File: src/rtl/fws_pkg.sv
package fws_pkg;

  localparam logic [7:0] OP_WREN = 8'h06;
  localparam logic [7:0] OP_PP   = 8'h02;
  localparam logic [7:0] OP_SE   = 8'hD8;
  localparam logic [7:0] OP_BE   = 8'hC7;
  localparam logic [7:0] OP_RDSR = 8'h05;
  localparam logic [7:0] OP_WRSR = 8'h01;

  typedef enum logic [1:0] {
    KIND_PROG = 2'd0,
    KIND_SECT = 2'd1,
    KIND_BULK = 2'd2,
    KIND_STAT = 2'd3
  } reqKind_e;

  // which byte the datapath puts on the wire
  typedef enum logic [2:0] {
    TX_OPC  = 3'd0,
    TX_A2   = 3'd1,
    TX_A1   = 3'd2,
    TX_A0   = 3'd3,
    TX_DATA = 3'd4,
    TX_STAT = 3'd5,
    TX_ZERO = 3'd6
  } txSel_e;

  // control -> datapath strobes
  typedef struct packed {
    logic       csActive;
    logic       startByte;
    txSel_e     txSel;
    logic [7:0] opcode;
    logic       latchReq;
    logic       advData;
    logic       gapStart;
  } strobe_t;

endpackage

File: src/rtl/fws_datapath.sv
module fws_datapath
  import fws_pkg::*;
#(
  parameter int LEN_W    = 10,
  parameter int GAP_CLKS = 4
) (
  input  logic             clk,
  input  logic             rstN,
  input  strobe_t          st,
  input  logic [23:0]      reqAddr,
  input  logic [LEN_W-1:0] reqLen,
  input  logic [7:0]       reqStatus,
  input  logic [7:0]       bufData,
  output logic [LEN_W-1:0] bufIdx,
  input  logic             miso,
  output logic             sck,
  output logic             csN,
  output logic             mosi,
  output logic             byteDone,
  output logic             rxLast,
  output logic             gapDone,
  output logic             lastByte,
  output logic             pageEnd,
  output logic             moreData
);

  localparam int GAP_W = $clog2(GAP_CLKS + 1);

  logic [23:0]      curAddr;
  logic [LEN_W-1:0] remain;
  logic [LEN_W-1:0] idx;
  logic [7:0]       statByte;
  logic [7:0]       txByte;
  logic [7:0]       sh;
  logic [2:0]       bitCnt;
  logic             phase;
  logic             busy;
  logic [GAP_W-1:0] gapCnt;

  // request / address tracking
  always_ff @(posedge clk or negedge rstN) begin
    if (!rstN) begin
      curAddr  <= '0;
      remain   <= '0;
      idx      <= '0;
      statByte <= '0;
    end else if (st.latchReq) begin
      curAddr  <= reqAddr;
      remain   <= reqLen;
      idx      <= '0;
      statByte <= reqStatus;
    end else if (st.advData) begin
      curAddr  <= curAddr + 24'd1;
      remain   <= remain - LEN_W'(1);
      idx      <= idx + LEN_W'(1);
    end
  end

  assign bufIdx   = idx;
  assign lastByte = (remain == LEN_W'(1));
  assign pageEnd  = (curAddr[7:0] == 8'hFF);
  assign moreData = (remain != '0);

  always_comb begin
    case (st.txSel)
      TX_OPC:  txByte = st.opcode;
      TX_A2:   txByte = curAddr[23:16];
      TX_A1:   txByte = curAddr[15:8];
      TX_A0:   txByte = curAddr[7:0];
      TX_DATA: txByte = bufData;
      TX_STAT: txByte = statByte;
      default: txByte = 8'h00;
    endcase
  end

  // byte shifter: two clocks per bit, sck high in the second
  always_ff @(posedge clk or negedge rstN) begin
    if (!rstN) begin
      sh       <= '0;
      bitCnt   <= '0;
      phase    <= 1'b0;
      busy     <= 1'b0;
      byteDone <= 1'b0;
      rxLast   <= 1'b0;
    end else begin
      byteDone <= 1'b0;
      if (st.startByte) begin
        sh     <= txByte;
        bitCnt <= 3'd7;
        phase  <= 1'b0;
        busy   <= 1'b1;
      end else if (busy) begin
        if (!phase) begin
          phase  <= 1'b1;
          rxLast <= miso;
        end else begin
          phase <= 1'b0;
          sh    <= {sh[6:0], 1'b0};
          if (bitCnt == 3'd0) begin
            busy     <= 1'b0;
            byteDone <= 1'b1;
          end else begin
            bitCnt <= bitCnt - 3'd1;
          end
        end
      end
    end
  end

  assign sck  = busy & phase;
  assign mosi = sh[7];

  always_ff @(posedge clk or negedge rstN) begin
    if (!rstN) csN <= 1'b1;
    else       csN <= ~st.csActive;
  end

  // inter-frame gap timer
  always_ff @(posedge clk or negedge rstN) begin
    if (!rstN)                gapCnt <= '0;
    else if (st.gapStart)     gapCnt <= GAP_W'(GAP_CLKS - 1);
    else if (gapCnt != '0)    gapCnt <= gapCnt - GAP_W'(1);
  end

  assign gapDone = (gapCnt == '0);

endmodule

File: src/rtl/fws_ctrl.sv
module fws_ctrl
  import fws_pkg::*;
#(
  parameter int MAX_POLLS = 64
) (
  input  logic       clk,
  input  logic       rstN,
  input  logic       reqValid,
  input  logic [1:0] reqKind,
  input  logic       reqLenZero,
  input  logic       byteDone,
  input  logic       rxLast,
  input  logic       gapDone,
  input  logic       lastByte,
  input  logic       pageEnd,
  input  logic       moreData,
  output strobe_t    st,
  output logic       reqReady,
  output logic       done,
  output logic       err
);

  localparam int POLL_W = $clog2(MAX_POLLS + 1);

  typedef enum logic [3:0] {
    S_IDLE, S_WREN, S_WGAP, S_OPC, S_A2, S_A1, S_A0, S_DATA,
    S_STAT, S_CGAP, S_POLL, S_PREAD, S_PGAP, S_FIN
  } state_e;

  state_e            state;
  reqKind_e          kind;
  logic              armed;
  logic              wipLow;
  logic              errFlag;
  logic [POLL_W-1:0] pollCnt;

  function automatic logic [7:0] cmdOp(reqKind_e k);
    case (k)
      KIND_PROG: return OP_PP;
      KIND_SECT: return OP_SE;
      KIND_BULK: return OP_BE;
      default:   return OP_WRSR;
    endcase
  endfunction

  always_comb begin
    st        = '0;
    st.txSel  = TX_OPC;
    st.opcode = OP_WREN;
    case (state)
      S_IDLE:  st.latchReq = reqValid;
      S_WREN:  begin st.csActive = 1'b1; st.startByte = !armed; end
      S_OPC:   begin st.csActive = 1'b1; st.startByte = !armed; st.opcode = cmdOp(kind); end
      S_A2:    begin st.csActive = 1'b1; st.startByte = !armed; st.txSel = TX_A2; end
      S_A1:    begin st.csActive = 1'b1; st.startByte = !armed; st.txSel = TX_A1; end
      S_A0:    begin st.csActive = 1'b1; st.startByte = !armed; st.txSel = TX_A0; end
      S_DATA:  begin
        st.csActive = 1'b1; st.startByte = !armed; st.txSel = TX_DATA;
        st.advData  = byteDone;
      end
      S_STAT:  begin st.csActive = 1'b1; st.startByte = !armed; st.txSel = TX_STAT; end
      S_POLL:  begin st.csActive = 1'b1; st.startByte = !armed; st.opcode = OP_RDSR; end
      S_PREAD: begin st.csActive = 1'b1; st.startByte = !armed; st.txSel = TX_ZERO; end
      S_WGAP, S_CGAP, S_PGAP: st.gapStart = !armed;
      default: ;
    endcase
  end

  always_ff @(posedge clk or negedge rstN) begin
    if (!rstN) begin
      state   <= S_IDLE;
      kind    <= KIND_PROG;
      armed   <= 1'b0;
      wipLow  <= 1'b0;
      errFlag <= 1'b0;
      pollCnt <= '0;
    end else begin
      case (state)
        S_IDLE: if (reqValid) begin
          kind    <= reqKind_e'(reqKind);
          errFlag <= 1'b0;
          state   <= (reqKind_e'(reqKind) == KIND_PROG && reqLenZero) ? S_FIN : S_WREN;
        end
        S_WGAP, S_CGAP, S_PGAP: begin
          if (armed && gapDone) begin
            armed <= 1'b0;
            case (state)
              S_WGAP: state <= S_OPC;
              S_CGAP: begin state <= S_POLL; pollCnt <= '0; end
              default: begin
                if (wipLow)
                  state <= (kind == KIND_PROG && moreData) ? S_WREN : S_FIN;
                else if (pollCnt == POLL_W'(MAX_POLLS)) begin
                  errFlag <= 1'b1;
                  state   <= S_FIN;
                end else
                  state <= S_POLL;
              end
            endcase
          end else begin
            armed <= 1'b1;
          end
        end
        S_FIN: state <= S_IDLE;
        default: begin
          if (byteDone) begin
            armed <= 1'b0;
            case (state)
              S_WREN: state <= S_WGAP;
              S_OPC:  state <= (kind == KIND_BULK) ? S_CGAP :
                               (kind == KIND_STAT) ? S_STAT : S_A2;
              S_A2:   state <= S_A1;
              S_A1:   state <= S_A0;
              S_A0:   state <= (kind == KIND_PROG) ? S_DATA : S_CGAP;
              S_DATA: if (lastByte || pageEnd) state <= S_CGAP;
              S_STAT: state <= S_CGAP;
              S_POLL: state <= S_PREAD;
              default: begin
                wipLow  <= !rxLast;
                pollCnt <= pollCnt + POLL_W'(1);
                state   <= S_PGAP;
              end
            endcase
          end else begin
            armed <= 1'b1;
          end
        end
      endcase
    end
  end

  assign reqReady = (state == S_IDLE);
  assign done     = (state == S_FIN);
  assign err      = (state == S_FIN) && errFlag;

endmodule

File: src/rtl/flash_wr_sequencer.sv
module flash_wr_sequencer
  import fws_pkg::*;
#(
  parameter int LEN_W     = 10,
  parameter int GAP_CLKS  = 4,
  parameter int MAX_POLLS = 64
) (
  input  logic             clk,
  input  logic             rstN,
  input  logic             reqValid,
  input  logic [1:0]       reqKind,
  input  logic [23:0]      reqAddr,
  input  logic [LEN_W-1:0] reqLen,
  input  logic [7:0]       reqStatus,
  output logic             reqReady,
  output logic [LEN_W-1:0] bufIdx,
  input  logic [7:0]       bufData,
  output logic             done,
  output logic             err,
  output logic             sck,
  output logic             csN,
  output logic             mosi,
  input  logic             miso
);

  strobe_t st;
  logic    byteDone, rxLast, gapDone, lastByte, pageEnd, moreData;

  fws_ctrl #(.MAX_POLLS(MAX_POLLS)) ctrl_i (
    .clk(clk), .rstN(rstN),
    .reqValid(reqValid), .reqKind(reqKind), .reqLenZero(reqLen == '0),
    .byteDone(byteDone), .rxLast(rxLast), .gapDone(gapDone),
    .lastByte(lastByte), .pageEnd(pageEnd), .moreData(moreData),
    .st(st), .reqReady(reqReady), .done(done), .err(err)
  );

  fws_datapath #(.LEN_W(LEN_W), .GAP_CLKS(GAP_CLKS)) dp_i (
    .clk(clk), .rstN(rstN), .st(st),
    .reqAddr(reqAddr), .reqLen(reqLen), .reqStatus(reqStatus),
    .bufData(bufData), .bufIdx(bufIdx), .miso(miso),
    .sck(sck), .csN(csN), .mosi(mosi),
    .byteDone(byteDone), .rxLast(rxLast), .gapDone(gapDone),
    .lastByte(lastByte), .pageEnd(pageEnd), .moreData(moreData)
  );

endmodule

File: config.mk
export PLATFORM = sky130hd
export DESIGN_NAME = flash_wr_sequencer
export DESIGN_NICKNAME = d
export VERILOG_FILES = /design/src/rtl/fws_pkg.sv /design/src/rtl/fws_datapath.sv /design/src/rtl/fws_ctrl.sv /design/src/rtl/flash_wr_sequencer.sv
export SDC_FILE = /design/constraint.sdc
export NUM_CORES = 1
export LEC_CHECK = 0
export BUFFER_PORTS_ARGS = -buffer_cell sky130_fd_sc_hd__buf_2
export CORE_MARGIN = 5
export CORE_UTILIZATION = 25
export CTS_CLUSTER_SIZE = 20
export DETAILED_ROUTE_END_ITERATION = 12
export HOLD_SLACK_MARGIN = 0.08
export PLACE_DENSITY = 0.38
export SLEW_MARGIN = 0
export SYNTH_ARGS = -nofsm -noshare
export SYNTH_HDL_FRONTEND = slang
export SYNTH_SLANG_ARGS = --single-unit
File: constraint.sdc
create_clock -name clk -period 6.2 [get_ports clk]
set_input_delay 0.62 -clock clk [delete_from_list [all_inputs] [get_ports clk]]
set_output_delay 0.62 -clock clk [all_outputs]
set_load 0.01 [all_outputs]
==> results by group <==
Status
  – Outcome: complete, no violations

Timing
  – Final period utilization: between 40% and 50%
  – Post-route worst setup slack: 3.171 ns
  – WHS: between 0.2 and 0.25 ns
  – Final setup TNS: 0 ns
  – Crit path time final: 3.029 ns
  – Hold Vio Cnt, Final: 0
  – Worst Skew: slightly below 0.01 ns
  – Final Max Slew Viols: 0
  – FMAX: 330.2 MHz
  – Slew @ Worst Pin: approximately 0.93 ns
  – Normalized max-slew margin: a little under two fifths
  – Setup Viol. Count Final: 0
  – RSZ-0062 raised after global routing: false

CTS
  – Post_cts resized: 0
  – Post-CTS Setup Bufs: 0
  – Worst-Skew Late Latency: about 0.36 ns
  – CTS tree: built
  – # hold bufs at CTS: 0
  – CTS Buf Count: 9
  – Clock transition at path regs: roughly 0.07 ns
  – CTS Root Cell: clkbuf_16
  – H-tree Lvls: 3
  – Num Clock Sinks: between 80 and 90
  – CTS max path bufs: 2

Synth
  – YS warnings: 0
  – Mapped Cells: between 600 and 700
  – Yosys cell types: between 60 and 70
  – Seq/Total Area, Yosys: 41.28%
  – EDFF count, synth: 0
  – Top post-synthesis cells by area: dfrtp_1 41%, nand2_1 7.5%, o21ai_0 5.5%
  – Ys async rst share: 100.0%
  – Seq cells post-synth: 87
  – Top-area cell type share of the netlist area: between 40% and 50%
  – Synthesized cell area: between 5000 and 6000 um^2
  – Synth Area per Inst: between 8 and 9 um^2
  – Mapped Nets: ~700
  – Prevailing post-synth register cell: dfrtp_1
  – Post-synth top area cell: dfrtp_1

Pwr
  – Leak: around 2.7 nW
  – Peak VDD IR: roughly 0.00015 V
  – PwrDens: between 400 and 500 nW/um^2

Finish
  – Layout cell share with drive strength beyond 1: between 10% and 20%
  – Most common cell after layout, fill and taps aside: nand2_1
  – Most frequent cells in the layout: 105 x nand2_1, 86 x dfrtp_1, 70 x buf_2
  – Diodes inserted: 0
  – Fin util: between 20% and 30%
  – Area Growth Syn to Fin: 17.43%
  – Non-Filler Instances: 947
  – Fin nets: ~740

GRT
  – Initial antenna violation count: 0
  – Largest net degree at the start of global routing: 52
  – Total track usage: around 14%
  – Vias in the first global route: 4710
  – Global-route wire length before repair: between 20 and 30 mm
  – Global route overflow: 0

Critical path
  – CP startpoint: ctrl_i.state[1]$_DFFE_PN0P_
  – Crit path launch type: register
  – Largest stage delay, worst path: just under 0.8 ns
  – Worst r2r src: ctrl_i.state[1]$_DFFE_PN0P_
  – CP max stage cell: dfrtp_1
  – Critical Path AT: 3.32 ns
  – CP max FO: 37
  – CP required: 6.49 ns
  – Critical path type: register to register
  – WP buf/inv: 1
  – Critical path, cell by cell: buf_4 -> nand2_4 -> nor3_4 -> nand2_2 -> or4_4 -> or3_1 -> nand3_1
  – Setup crit end kind: register
  – Critical path's top delay family: simple AND/OR/NAND/NOR gates

Placement
  – Cells after DPL: roughly 930
  – Final GP Congestion: about 0.84
  – IO buf count: 71
  – Pre-CTS setup slack: around 3.2 ns
  – HPWL after detailed placement: 12.53 mm

Floorplanning
  – Row cnt: 53
  – # IOs: 72
  – Initial Util: 25.27%
  – Die width: 155.3 um
  – Core area: 20890 um^2
  – Die span in y: approximately 160 um
  – Full die area: 24120 um^2

Min path
  – Worst hold path class: input port to asynchronous set/reset pin

Route
  – Drt wl/cell: about 18 um
  – Final WL: 17.04 mm
  – Via count: approximately 4800
  – Via density: approximately 5
  – Final ANT Viol Nets: 0
  – Initial DRC Count: 275
  – # DRC: 0
  – Drt pass-1 iters: 6

Flow run
  – Max-Cap Viols: 0
final cells by class:
class,instances,area (um^2)
Clock buffer,9,225.2
Clock inverter,7,82.58
Fill cell,2294,14690
Timing Repair Buffer,79,417.9
Sequential cell,87,2178
Multi-Input combinational cell,468,2867
Inverter,22,82.58
Tap cell,275,344.1
metal layers:
metal	up-vias	part of all wire (%)	GRT usage, %
met4	0	2.1	5.085
met2	110	45	21.89
met3	22	4.6	2.754
met1	2322	48	19.99
met5	-	0	0
li1	2330	-	-
worst reg2reg max path, delay by kind of cell, from the launching register on:
family        cells  cell delay (ns)
buf+inv           1             0.38
flops             1             0.77
simple gates      6             1.82
metrics by stage:
step / instance area (um^2) / total power [W]
6_report: 6197 / 0.002920
4_1_cts: 6197 / 0.002953
3_3_place_gp: 5889 / 0.002351
5_1_grt: 6197 / 0.003167
2_1_floorplan: 5278 / 0.001959
3_5_place_dp: 5889 / 0.002363
path summary, 6_finish.rpt:
check | end | slack (ns) | cells past startpoint
setup / recovery | dp_i.remain[8]$_DFFE_PN0P_ | 3.17 | 7
hold / removal | ctrl_i.pollCnt[2]$_DFFE_PN0P_ | 0.23 | 1
setup reg to reg | dp_i.remain[8]$_DFFE_PN0P_ | 3.17 | 7
hold reg to reg | dp_i.statByte[4]$_DFFE_PN0P_ | 0.49 | 2
max in group asynchronous | dp_i.remain[7]$_DFFE_PN0P_ | 4.88 | 2
min in group clk | dp_i.statByte[1]$_DFFE_PN0P_ | 0.46 | 3
logic make-up after synthesis:
| group | count (synthesis) | share of synthesized area (%) |
|---|---|---|
| XOR/XNOR | 18 | 2.987 |
| buffers and inverters | 57 | 4.552 |
| AND/OR/NAND/NOR | 262 | 23.76 |
| AO/OA/AOI/OAI | 159 | 19.77 |
| multiplexers | 15 | 4.339 |
| flip-flops | 87 | 41.28 |
| adder cells (fa/ha/maj) | 14 | 3.319 |
where the power goes:
| part | switching [W] | internal, W | leakage (nW) |
|---|---|---|---|
| Sequential | 0.000267 | 0.000801 | 1.08 |
| Clock | 0.000253 | 0.000317 | 0.144 |
| Combinational | 0.000764 | 0.000517 | 1.43 |
registers in the layout, summed over array words and instances, names as in the netlist:
signal and count:
dp_i.statByte 8, ctrl_i.armed 1, dp_i.gapCnt 3, dp_i.curAddr 24, dp_i.phase 1, ctrl_i.pollCnt 7, dp_i.remain 10, ctrl_i.errFlag 1
dp_i.bufIdx 10, dp_i.csN 1, dp_i.bitCnt 3, ctrl_i.state 4, dp_i.rxLast 1, dp_i.byteDone 1, dp_i.busy 1, ctrl_i.wipLow 1
ctrl_i.kind 2, dp_i.sh 8
synth_stat cells (3+ instances only):
master and number:
a221o_1 7, mux4_2 6, or3_1 5, or2_2 3, a32oi_1 6, clkbuf_1 22, mux2i_1 6, o211ai_1 9
nand4_1 11, xor2_1 12, and3_1 8, a31oi_1 8, o311ai_0 15, xnor2_1 6, mux2_2 3, and4_1 3
buf_2 8, ha_1 14, dfrtp_1 86, nor2_1 59, nand2b_1 7, nand3b_1 4, nor2b_1 4, inv_1 22
nor4_1 8, and2_1 5, nand3_1 17, o31ai_1 4, a21oi_1 25, o21a_1 3, nand2_1 105, o21ai_0 58
nor3_1 11
(Power assumes the default switching activity.)
